File: config.mk
export PLATFORM = sky130hd
export DESIGN_NAME = rst_sequencer
export DESIGN_NICKNAME = d
export VERILOG_FILES = /design/src/rtl/rstseq_pkg.sv /design/src/rtl/rstseq_sync.sv /design/src/rtl/rstseq_stretch.sv /design/src/rtl/rstseq_pll_chain.sv /design/src/rtl/rstseq_cpu_hold.sv /design/src/rtl/rst_sequencer.sv
export SDC_FILE = /design/constraint.sdc
export NUM_CORES = 1
export LEC_CHECK = 0
export BUFFER_PORTS_ARGS = -buffer_cell sky130_fd_sc_hd__buf_4
export CORE_ASPECT_RATIO = 0.6
export CORE_MARGIN = 5
export CORE_UTILIZATION = 37
export CTS_CLUSTER_SIZE = 28
export DETAILED_ROUTE_END_ITERATION = 8
export GPL_TIMING_DRIVEN = 0
export SYNTH_ARGS = -nofsm -noshare
export SYNTH_HDL_FRONTEND = slang
export SYNTH_HIERARCHICAL = 1
export SYNTH_SLANG_ARGS = --single-unit
File: constraint.sdc
create_clock -name clk -period 2.7 [get_ports clk]
set_clock_uncertainty 0.1 [all_clocks]
set_input_delay 0.405 -clock clk [delete_from_list [all_inputs] [get_ports clk]]
set_output_delay 0.405 -clock clk [all_outputs]
set_load 0.05 [all_outputs]
File: src/rtl/rstseq_pkg.sv
package rstseq_pkg;
  typedef enum logic [1:0] {
    CAUSE_NONE = 2'b00,
    CAUSE_POR  = 2'b01,
    CAUSE_WDT  = 2'b10,
    CAUSE_SW   = 2'b11
  } cause_e;
endpackage

File: src/rtl/rstseq_sync.sv
module rstseq_sync #(
  parameter int STAGES = 2
) (
  input  logic clk,
  input  logic rst,
  input  logic d,
  output logic q
);
  logic [STAGES-1:0] ff_q;

  always_ff @(posedge clk) begin
    if (rst) ff_q <= '0;
    else     ff_q <= {ff_q[STAGES-2:0], d};
  end

  assign q = ff_q[STAGES-1];
endmodule

File: src/rtl/rstseq_stretch.sv
module rstseq_stretch #(
  parameter int STRETCH_CYCLES = 16
) (
  input  logic clk,
  input  logic rst,
  input  logic req,
  output logic active
);
  localparam int CW = $clog2(STRETCH_CYCLES + 1);
  localparam logic [CW-1:0] LOAD = CW'(STRETCH_CYCLES);

  logic [CW-1:0] cnt_q, cnt_d;
  logic          active_q;

  always_comb begin
    if (req)               cnt_d = LOAD;
    else if (cnt_q != '0)  cnt_d = cnt_q - 1'b1;
    else                   cnt_d = cnt_q;
  end

  always_ff @(posedge clk) begin
    if (rst) begin
      cnt_q    <= '0;
      active_q <= 1'b1;
    end else begin
      cnt_q    <= cnt_d;
      active_q <= (cnt_d != '0);
    end
  end

  assign active = active_q;

  AST_STRETCH_START: assert property (@(posedge clk) disable iff (rst)
    req |=> active) else $error("stretch did not start");
endmodule

File: src/rtl/rstseq_pll_chain.sv
module rstseq_pll_chain #(
  parameter int NUM_PLL     = 3,
  parameter int LOCK_CYCLES = 8
) (
  input  logic               clk,
  input  logic               rst,
  input  logic [NUM_PLL-1:0] lock,
  output logic [NUM_PLL-1:0] pll_rst,
  output logic [NUM_PLL-1:0] out_en
);
  localparam int CW = $clog2(LOCK_CYCLES + 1);
  localparam logic [CW-1:0] LOCK_DONE = CW'(LOCK_CYCLES);

  logic [NUM_PLL-1:0] en_q;
  logic [NUM_PLL-1:0] prereq;
  logic [NUM_PLL-1:0] rst_q;

  always_ff @(posedge clk) begin
    if (rst) rst_q <= '1;
    else     rst_q <= '0;
  end

  for (genvar g = 0; g < NUM_PLL; g++) begin : g_stage
    logic [CW-1:0] cnt_q, cnt_d;

    if (g == 0) begin : g_first
      assign prereq[g] = 1'b1;
    end else begin : g_next
      assign prereq[g] = en_q[g-1];
    end

    always_comb begin
      if (!(prereq[g] && lock[g]))  cnt_d = '0;
      else if (cnt_q != LOCK_DONE)  cnt_d = cnt_q + 1'b1;
      else                          cnt_d = cnt_q;
    end

    always_ff @(posedge clk) begin
      if (rst) begin
        cnt_q   <= '0;
        en_q[g] <= 1'b0;
      end else begin
        cnt_q   <= cnt_d;
        en_q[g] <= (cnt_d == LOCK_DONE);
      end
    end

    AST_EN_NEEDS_LOCK: assert property (@(posedge clk) disable iff (rst)
      en_q[g] |-> $past(lock[g])) else $error("enable without lock");

    if (g > 0) begin : g_order
      AST_EN_ORDER: assert property (@(posedge clk) disable iff (rst)
        $rose(en_q[g]) |-> $past(en_q[g-1])) else $error("out of order");
    end
  end

  assign out_en  = en_q;
  assign pll_rst = rst_q;
endmodule

File: src/rtl/rstseq_cpu_hold.sv
module rstseq_cpu_hold #(
  parameter int HOLD_CYCLES = 25000
) (
  input  logic clk,
  input  logic rst,
  input  logic start,
  output logic cpu_rst
);
  localparam int CW = $clog2(HOLD_CYCLES + 1);
  localparam logic [CW-1:0] HOLD_DONE = CW'(HOLD_CYCLES);

  logic [CW-1:0] cnt_q, cnt_d;
  logic          cpu_rst_q;

  always_comb begin
    if (cnt_q == HOLD_DONE) cnt_d = cnt_q;
    else if (start)         cnt_d = cnt_q + 1'b1;
    else                    cnt_d = '0;
  end

  always_ff @(posedge clk) begin
    if (rst) begin
      cnt_q     <= '0;
      cpu_rst_q <= 1'b1;
    end else begin
      cnt_q     <= cnt_d;
      cpu_rst_q <= (cnt_d != HOLD_DONE);
    end
  end

  assign cpu_rst = cpu_rst_q;

  AST_CPU_STICKY: assert property (@(posedge clk) disable iff (rst)
    !cpu_rst |=> !cpu_rst) else $error("cpu reset re-asserted");
endmodule

File: src/rtl/rst_sequencer.sv
module rst_sequencer #(
  parameter int NUM_PLL         = 3,
  parameter int STRAP_W         = 8,
  parameter int LOCK_CYCLES     = 8,
  parameter int STRETCH_CYCLES  = 16,
  parameter int CPU_HOLD_CYCLES = 25000
) (
  input  logic               clk,
  input  logic               por_n,
  input  logic               wdt_req,
  input  logic               sw_req,
  input  logic [STRAP_W-1:0] strap_in,
  input  logic [NUM_PLL-1:0] pll_lock,
  output logic [STRAP_W-1:0] strap_q,
  output logic               strap_le,
  output logic [NUM_PLL-1:0] pll_rst,
  output logic [NUM_PLL-1:0] pll_out_en,
  output logic               bus_rst_n,
  output logic               tmr_clr,
  output logic               cpu_rst,
  output logic [1:0]         rst_cause
);
  import rstseq_pkg::*;

  logic               por;
  logic [STRAP_W-1:0] strap_r;
  logic               le_q, clr_q;
  logic               wdt_s, sw_s, ext_active;
  cause_e             cause_q;

  assign por = ~por_n;

  always_ff @(posedge clk) begin
    if (por) begin
      strap_r <= strap_in;
      le_q    <= 1'b1;
      clr_q   <= 1'b1;
      cause_q <= CAUSE_POR;
    end else begin
      le_q    <= 1'b0;
      clr_q   <= 1'b0;
      if (wdt_s)     cause_q <= CAUSE_WDT;
      else if (sw_s) cause_q <= CAUSE_SW;
    end
  end

  rstseq_sync #(.STAGES(2)) u_wdt_sync (
    .clk(clk), .rst(por), .d(wdt_req), .q(wdt_s));

  rstseq_sync #(.STAGES(2)) u_sw_sync (
    .clk(clk), .rst(por), .d(sw_req), .q(sw_s));

  rstseq_stretch #(.STRETCH_CYCLES(STRETCH_CYCLES)) u_stretch (
    .clk(clk), .rst(por), .req(wdt_s | sw_s), .active(ext_active));

  rstseq_pll_chain #(.NUM_PLL(NUM_PLL), .LOCK_CYCLES(LOCK_CYCLES)) u_plls (
    .clk(clk), .rst(por), .lock(pll_lock), .pll_rst(pll_rst), .out_en(pll_out_en));

  rstseq_cpu_hold #(.HOLD_CYCLES(CPU_HOLD_CYCLES)) u_cpu (
    .clk(clk), .rst(por), .start(pll_out_en[NUM_PLL-1]), .cpu_rst(cpu_rst));

  assign strap_q   = strap_r;
  assign strap_le  = le_q;
  assign tmr_clr   = clr_q;
  assign bus_rst_n = ~ext_active;
  assign rst_cause = cause_q;

  AST_STRAP_HOLD: assert property (@(posedge clk) disable iff (por)
    !strap_le |=> $stable(strap_q)) else $error("strap changed");

  AST_CLR_WITH_PLL: assert property (@(posedge clk) disable iff (por)
    $fell(tmr_clr) |-> $fell(pll_rst[0])) else $error("release skew");

  AST_CPU_AFTER_LAST: assert property (@(posedge clk) disable iff (por)
    $fell(cpu_rst) |-> $past(pll_out_en[NUM_PLL-1])) else $error("cpu early");

  AST_BUS_RELEASE: assert property (@(posedge clk) disable iff (por)
    $rose(bus_rst_n) |-> $past(!(wdt_s | sw_s))) else $error("bus released early");

  AST_CAUSE_KEEP: assert property (@(posedge clk) disable iff (por)
    !(wdt_s | sw_s) |=> $stable(rst_cause)) else $error("cause changed");
endmodule

; Yosys cells after proc, flatten, opt, wreduce, memory -nomap -nowiden
; Cells that the tools add are included.
; W data, S select, Z words.
[word_totals]
register_bits = 55
latch_bits = 0
ram_bits = 0
mem_bits_ro = 0
in_bits = 15
output_inout_bits = 20
word_cells = 50
n_memories = 0
[op_classes]
n_addsub = 5
n_mul = 0
div_mod_pow = 0
n_lt_le_gt_ge = 0
n_eq_ne = 8
n_shift = 0
n_mux = 14
n_bitwise = 2
reduce_logical = 5
[ops]
columns = cell, n
row1 = $mux W15, 2
row2 = $mux W4, 6
row3 = $add A15 B1 Y15 const B, 1
row4 = $eq A15 B15 Y1 const B, 1
row5 = $ne A15 B15 Y1 const B, 1
row6 = $add A4 B1 Y4 const B, 3
row7 = $eq A4 B4 Y1 const B, 3
row8 = $ne A4 B4 Y1 const B, 3
row9 = $mux W5, 2
row10 = $reduce_bool A5 Y1, 2
row11 = $sub A5 B1 Y5 const B, 1
row12 = $mux W2, 2
row13 = $mux W3, 1
row14 = $logic_and A1 B1 Y1, 2
row15 = $reduce_bool A2 Y1, 1
row16 = $mux W1, 1
row17 = $not A1 Y1, 1
row18 = $or A1 B1 Y1, 1

; Logic depth before layout (Yosys ltp)
; Gate-level depths: netlist (run 1).
[depth]
word_depth = 4
depth_mapped = 8
depth_no_buf = 7

; Cells and area by module
; Netlist (run 1), hierarchy kept.
[by_module_without_submodules]
columns = module, n_inst, cells_per_inst, area_each_um2, seq_area_each_um2
row1 = rstseq_cpu_hold, 1, 122, 1003.5, 320.3
row2 = rstseq_pll_chain, 1, 82, 745.7, 320.3
row3 = rst_sequencer, 1, 18, 340.3, 300.3
row4 = rstseq_stretch, 1, 33, 295.3, 120.1
row5 = rstseq_sync, 2, 4, 52.6, 40.0

; Worst setup path after synthesis (run 1)
; OpenSTA, ideal clock, no wires.
[synth_path]
kind = register to register
from = register u_cpu.cnt_q[0]
to = register u_cpu.cpu_rst_q, in the netlist u_cpu/cpu_rst
setup_time_ps = 133
arrival_time_ps = 1653
required_ps = 2467
path_slack_ps = 814
path_stages_with_launch = 9
n_path_buf = 1
period_less_slack_ps = 1886
cell_sequence = dfxtp_1 -> buf_2 -> inv_1 -> ha_1 -> nand4bb_1 -> o41ai_1 -> a32oi_1 -> nor4_2 -> nand4_1
[synth_between]
elab_chain_cells = 4
elab_cells_between_ends = 5
classes_between = 1 x add/sub / 2 x eq/ne / 2 x mux
[synth_rtl]
columns = item, line
row1 = from (decl), rstseq_cpu_hold.sv:12  ; logic [CW-1:0] cnt_q, cnt_d;
row2 = from (signal assigned), rstseq_cpu_hold.sv:26  ; cnt_q <= cnt_d;
row3 = $add A15 B1 Y15, rstseq_cpu_hold.sv:17  ; else if (start) cnt_d = cnt_q + 1'b1;
row4 = $mux W15, rstseq_cpu_hold.sv:17
row5 = $mux W15 (*), rstseq_cpu_hold.sv:16  ; if (cnt_q == HOLD_DONE) cnt_d = cnt_q;
row6 = $ne A15 B15 Y1 (*), rstseq_cpu_hold.sv:27  ; cpu_rst_q <= (cnt_d != HOLD_DONE);
row7 = to (signal assigned), rstseq_cpu_hold.sv:27
row8 = to (decl), rstseq_cpu_hold.sv:13  ; logic cpu_rst_q;
; Mark *: on every way between the ends. The rest lies on a longest branch, timed or not.
; A chain may end at the register's enable or synchronous reset.

; Final worst setup path (run 1)
[layout_path]
from = register u_cpu.cnt_q[1]
to = register u_cpu.cpu_rst_q, in the netlist u_cpu/cpu_rst
; The elaborated chain is that of the path after synthesis.

==> summary.txt, run 1 <==
Run status
  – Outcome: finished, final reports clean

Detailed routing
  – Drt pass-1 iters: 4
  – DRT antenna net count: 0
  – Via density: 4.94
  – Residual DRC: 0
  – Via count: 1,937
  – Iter 0 DRT Violations: 122
  – Drt wl/cell: 12.4 um
  – Final WL: between 4 and 5 mm

Synthesis
  – Commonest cells post-synth: dfxtp_1, nor2_1, inv_1, nand2_1, xnor2_1
  – Net Count, Synth: 287
  – EDFF count, synth: 8
  – Post-synthesis average cell area: 9.47 um2
  – Most frequent cell after synthesis: dfxtp_1
  – Syn Std Cell Area: between 2000 and 2500 um2
  – Asr flop ratio synth: 0%
  – Synthesis-stage register bit count: 53
  – Syn Inst Count: roughly 260
  – Most common flop cell mapped by yosys: dfxtp_1
  – Synth area leaders: dfxtp_1, edfxtp_1, nor2_1
  – Sequential share of the synthesized area: between 40% and 50%
  – Share of the synthesized area in the top cell type: a little over a third
  – Yosys top cell by area: dfxtp_1
  – Yosys Warn Count: 6
  – Synth cell types: 59

Timing
  – Count of final setup violators: 0
  – Crit path time final: roughly 2200 ps
  – Final Cycle Share: 82.6%
  – Max_slew headroom: a little under a third
  – Slew Viols, Final: 0
  – Peak Freq: 448 MHz
  – Actual slew at the worst max-slew pin: 1020 ps
  – Setup ws final: 469 ps
  – Hold violation total from the final report: 0
  – Setup TNS: 0 ps
  – RSZ-0062 raised after global routing: no

Worst setup path
  – Critical Path RT: 2750 ps
  – Reg-to-reg startpoint: u_cpu/cnt_q[1]
  – Crit path DAT: 2280 ps
  – Startpoint Class: flip-flop
  – R2R cell count: 8
  – R2R setup slack: 470 ps
  – Critical Path End Type: flip-flop
  – Max FO, Critical Path: 8
  – Setup crit start: u_cpu/cnt_q[1]
  – Crit Path Category: reg2reg
  – Worst R2R End: u_cpu/cpu_rst

Global route
  – First-pass GRT wire length: approximately 8.3 mm
  – Vias in the first global route: 1,719
  – Final global-route overflow total: 0
  – Total GRT Usage: 12.2%
  – Pin count of the biggest net entering global routing: 29
  – Initial antenna violation count: 0

Clock tree
  – Setup Buffers After CTS: 0
  – CTS hold repair buffers: 0
  – Root Driver: clkbuf_16
  – CTS tree: yes
  – Clk sinks: 53
  – Clock Latency Late Sink: 290 ps
  – H-Tree Depth: 2
  – Worst-path clk slew: 70 ps
  – Number of CTS-inserted buffers: 5
  – Gates resized, CTS repair: 0
  – CTS max path bufs: 2

Finish
  – Fin nets: about 330
  – Syn-to-layout area delta: 20.5%
  – Share of cells above drive strength 1: ~23%
  – Antenna cells: 0
  – Final Instance Count excl. Fillers: 392

Min path
  – Worst hold path class: in2reg
  – Hold EP: strap_q[4]
  – HP Start: strap_in[4]
  – Hold Path Stages: 1

Placed design
  – DP Wirelength: 3.59 mm
  – Dpl ws: 344 ps
  – Port bufs: 34
  – Cells after DPL: roughly 380
  – RePlAce Congestion: approximately 0.81

Floorplan
  – Chip width: 116 um
  – # IOs: 35
  – Overall die height: 73.5 um
  – Die area: 8520 um2
  – Core ar.: 6620 um2
  – Site Rows: 23
  – Starting density of the core: ~38%

Run
  – Max cap viols: 0

Power and ir drop
  – P per Cell Area: 640 nW/um2
  – Clock share of power: 32.7%
  – VDD IR max: 472 uV
  – Reg power frac: 47.0%
  – Logic pwr share: 20.3%
  – Pint: 1.38 mW
  – NetSw: 0.542 mW
  – Total power: 1.92 mW
  – Leak pwr: 1.11 nW
  – Sw Ratio: 28.2%
## cell type report
class	instances	area, um2
plain buffers	12	63.8
clock buffers	5	125
flip-flops and latches	53	1140
fillers	640	3620
inverters	19	71.3
multi-input cells	179	1210
well taps	87	109
clock inverters	3	21.3
repair buffers	34	255
## flip-flops by register name (all words and copies together) (netlist names)
| signal | flops |
|---|---|
| tmr_clr | 1 |
| u_wdt_sync/ff_q | 2 |
| u_stretch/active | 1 |
| rst_cause | 2 |
| strap_q | 8 |
| u_plls/g_stage.cnt_q | 12 |
| u_sw_sync/ff_q | 2 |
| u_plls/out_en | 3 |
| u_stretch/cnt_q | 5 |
| u_cpu/cpu_rst | 1 |
| u_cpu/cnt_q | 15 |
| u_plls/pll_rst | 1 |
## worst max-delay path, cell delays in order (launching register included)
cell and delay [ps]:
dfxtp_1 320, clkbuf_2 170, inv_1 80, ha_1 140, nand4bb_1 200, o41ai_1 480, a32oi_1 160, nor4_2 310
nand4_1 110
## kinds of logic after synthesis
logic type               synth area share, %
AND/OR/NAND/NOR                         25.8
adder cells (fa/ha/maj)                 4.52
multiplexers                            1.31
XOR/XNOR                                5.98
flip-flops                              45.8
buffers and inverters                   5.43
AO/OA/AOI/OAI                           11.1
## worst max-delay path by stage
stage	to	slack (ps)
final	u_cpu/cpu_rst	470
after global routing	u_cpu/cpu_rst	280
after CTS	u_cpu/cpu_rst	470
after detailed placement	u_cpu/cnt_q[13]	340
after global placement	u_cpu/cnt_q[13]	350
after floorplan	u_cpu/cpu_rst	810
## metal layers
metal	vias to the layer above	share of wire, %	global-route usage, %
met5	-	0	0
met4	0	0.55	2.70
met3	2	7.9	3.05
met2	54	38	16.5
met1	880	53	19.3
li1	1001	-	-
## layout by cell type (no fill, tap or decap), drive strengths merged, types with 2 or more instances in the layout
cell type  synthesis  layout
a2111oi            2       2
a211oi             3       3
a21boi             2       2
a21oi              7       7
and2               2       2
and3               2       2
buf                7      41
clkbuf             5      10
dfxtp             45      45
edfxtp             8       8
ha                 9       9
inv               19      20
mux2               2       2
nand2             15      15
nand2b             2       2
nand3             10      10
nand3b             4       4
nand4              6       6
nand4b             2       2
nor2              37      37
nor2b              7       7
nor3               8       8
nor3b              4       4
nor4               6       6
o21a               2       2
o21ai              3       3
o31a               2       2
o32a               2       2
or2                2       2
or3b               5       5
xnor2             11      11
xor2               6       6
## power by group through the flow
stage | logic (mW) | clock network [mW] | registers, mW
global route | 0.436 | 0.688 | 0.915
CTS | 0.393 | 0.657 | 0.902
global placement | 0.388 | 0 | 0.918
finish | 0.390 | 0.628 | 0.902
detailed placement | 0.392 | 0 | 0.920
floorplan | 0.263 | 0 | 0.955
## per-stage QoR
stage / hold WS [ps] / utilization (%) / instance area (um2)
3_5_place_dp: 330 / 43.1 / 2850
4_1_cts: 184 / 45.3 / 3000
3_3_place_gp: 331 / 43.1 / 2850
2_1_floorplan: 314 / - / 2490
6_report: 192 / 45.3 / 3000
5_1_grt: 179 / 45.3 / 3000
No activity file was read; power rests on OpenSTA's default activity.
==> run 2: changes to the inputs <==
clock period = 1.86 ns   (was 2.7 ns; I/O delays follow)
==> summary.txt, run 2 (synthesis gave the netlist of run 1 again) <==
Run status
  – Outcome: complete, but fails checks
  – Failing checks: negative setup slack

Worst setup path
  – Crit path DAT: approximately 2000 ps
  – Critical Path RT: roughly 1900 ps
  – Critical Path End Type: flip-flop
  – Max FO, Critical Path: 5
  – Crit Path Category: reg2reg
  – Startpoint Class: flip-flop

Placed design
  – Cells after DPL: 384
  – RePlAce Congestion: 0.850
  – Port bufs: 34
  – DP Wirelength: 3.62 mm

Power and ir drop
  – P per Cell Area: about 930 nW/um2
  – Clock share of power: 36.2%
  – VDD IR max: 657 uV
  – NetSw: 0.853 mW
  – Leak pwr: 1.20 nW
  – Logic pwr share: 20.4%
  – Pint: 2.18 mW
  – Reg power frac: about 43%
  – Sw Ratio: 28.1%

Clock tree
  – H-Tree Depth: 2
  – Clk sinks: 53
  – Number of CTS-inserted buffers: 5
  – CTS tree: yes
  – CTS max path bufs: 2
  – Worst-path clk slew: 80 ps
  – Root Driver: clkbuf_16
  – Clock Latency Late Sink: 300 ps

Floorplan
  – Die area: 8520 um2
  – Starting density of the core: 37.6%
  – Site Rows: 23
  – # IOs: 35
  – Chip width: 116 um
  – Core ar.: about 6600 um2
  – Overall die height: 73.5 um

Finish
  – Antenna cells: 0
  – Most frequent cells in the layout: buf_4, nor2_1, dfxtp_1
  – Most common cell after layout, fill and taps aside: buf_4
  – Largest register FFs: 15
  – Fin nets: 340
  – Top reg by flops: u_cpu/cnt_q
  – Syn-to-layout area delta: 31.3%
  – Share of cells above drive strength 1: 33.4%
  – Final Instance Count excl. Fillers: 404
  – Final core occ: 49.4%

Global route
  – Met1 Usage GRT: 19.3%
  – Vias in the first global route: ~1,700
  – M3 GR Usage: 4.44%
  – Initial antenna violation count: 0
  – Pin count of the biggest net entering global routing: 29
  – Total GRT Usage: 13.1%
  – GRT busiest layer: met1
  – Final global-route overflow total: 0
  – First-pass GRT wire length: 8.69 mm
  – M2 GR Usage: 18.0%

Timing
  – Hold violation total from the final report: 0
  – Max_slew headroom: 36.7%
  – Count of final setup violators: 2
  – Final Cycle Share: 108%
  – Actual slew at the worst max-slew pin: 948 ps
  – Crit path time final: 2010 ps
  – RSZ-0062 raised after global routing: yes
  – Peak Freq: 498 MHz
  – Setup ws final: -146 ps
  – Slew Viols, Final: 0

Detailed routing
  – DRT antenna net count: 0
  – Residual DRC: 0
  – Drt wl/cell: 13.3 um
  – Via count: 2,006
  – Final WL: ~5.4 mm
  – Drt pass-1 iters: 4
  – Iter 0 DRT Violations: between 150 and 200
  – Via density: 4.97

Min path
  – Worst hold path class: in2reg

Run
  – Max cap viols: 0
## run 2: worst paths after layout
| kind | endpoint | slack (ps) | from | cells past startpoint |
|---|---|---|---|---|
| worst max-delay path | u_cpu/cpu_rst | -150 | u_cpu/cnt_q[1] | 9 |
| worst min-delay path | strap_q[1] | 50 | strap_in[1] | 1 |
| worst max register to register | u_cpu/cpu_rst | -150 | u_cpu/cnt_q[1] | 9 |
| worst min register to register | u_sw_sync/ff_q[1] | 340 | u_sw_sync/ff_q[0] | 1 |
## run 2: metrics by stage
step,setup slack (ps),total power [mW],TNS (ps),instance area (um2),hold WS [ps]
after floorplan,-13.6,1.77,-13.6,2510,255
after global placement,-280,1.90,-3110,2870,328
after detailed placement,-319,1.90,-3140,2870,325
after CTS,-124,3.00,-155,3220,45.2
after global routing,-261,3.19,-1200,3270,39.1
final,-146,3.03,-180,3270,53.0
## run 2: routing by layer
| metal | up-vias | routed length [um] |
|---|---|---|
| li1 | 1024 | - |
| met5 | - | 0 |
| met3 | 4 | 379 |
| met1 | 911 | 2680 |
| met2 | 67 | 2290 |
| met4 | 0 | 38 |
## run 2: worst max-delay path: stages (launching register included)
cell and delay [ps]:
dfxtp_2 340, buf_8 130, inv_4 50, ha_4 130
nand4bb_4 130, buf_4 160, o41ai_4 230, a32oi_1 130
nor4_2 280, nand4_1 170
## run 2: final cells by class
class                      instances  area (um2)
clock inverter                     3        47.5
sequential                        53        1160
tap                               87         109
multi-input combinational        179        1310
inverter                          19        73.8
timing repair buffer              48         364
fill                             609        3350
clock buffer                       5         125
buffer                            10        78.8
## run 2: power by group through the flow
stage / clock network, mW / registers, mW / logic, mW
2_1_floorplan: 0 / 1.39 / 0.382
3_3_place_gp: 0 / 1.34 / 0.560
3_5_place_dp: 0 / 1.34 / 0.567
4_1_cts: 1.12 / 1.31 / 0.568
5_1_grt: 1.18 / 1.33 / 0.688
6_report: 1.10 / 1.32 / 0.618
## run 2: timing repair
| action | 4_1_cts | 5_1_grt |
|---|---|---|
| pin swaps | 13 | 2 |
| gates resized for setup | 31 | 9 |
| hold endpoints to repair | 0 | 0 |
| buffers inserted | 11 | 3 |
| hold buffers | 0 | 0 |
| setup endpoints to repair | 15 | 18 |
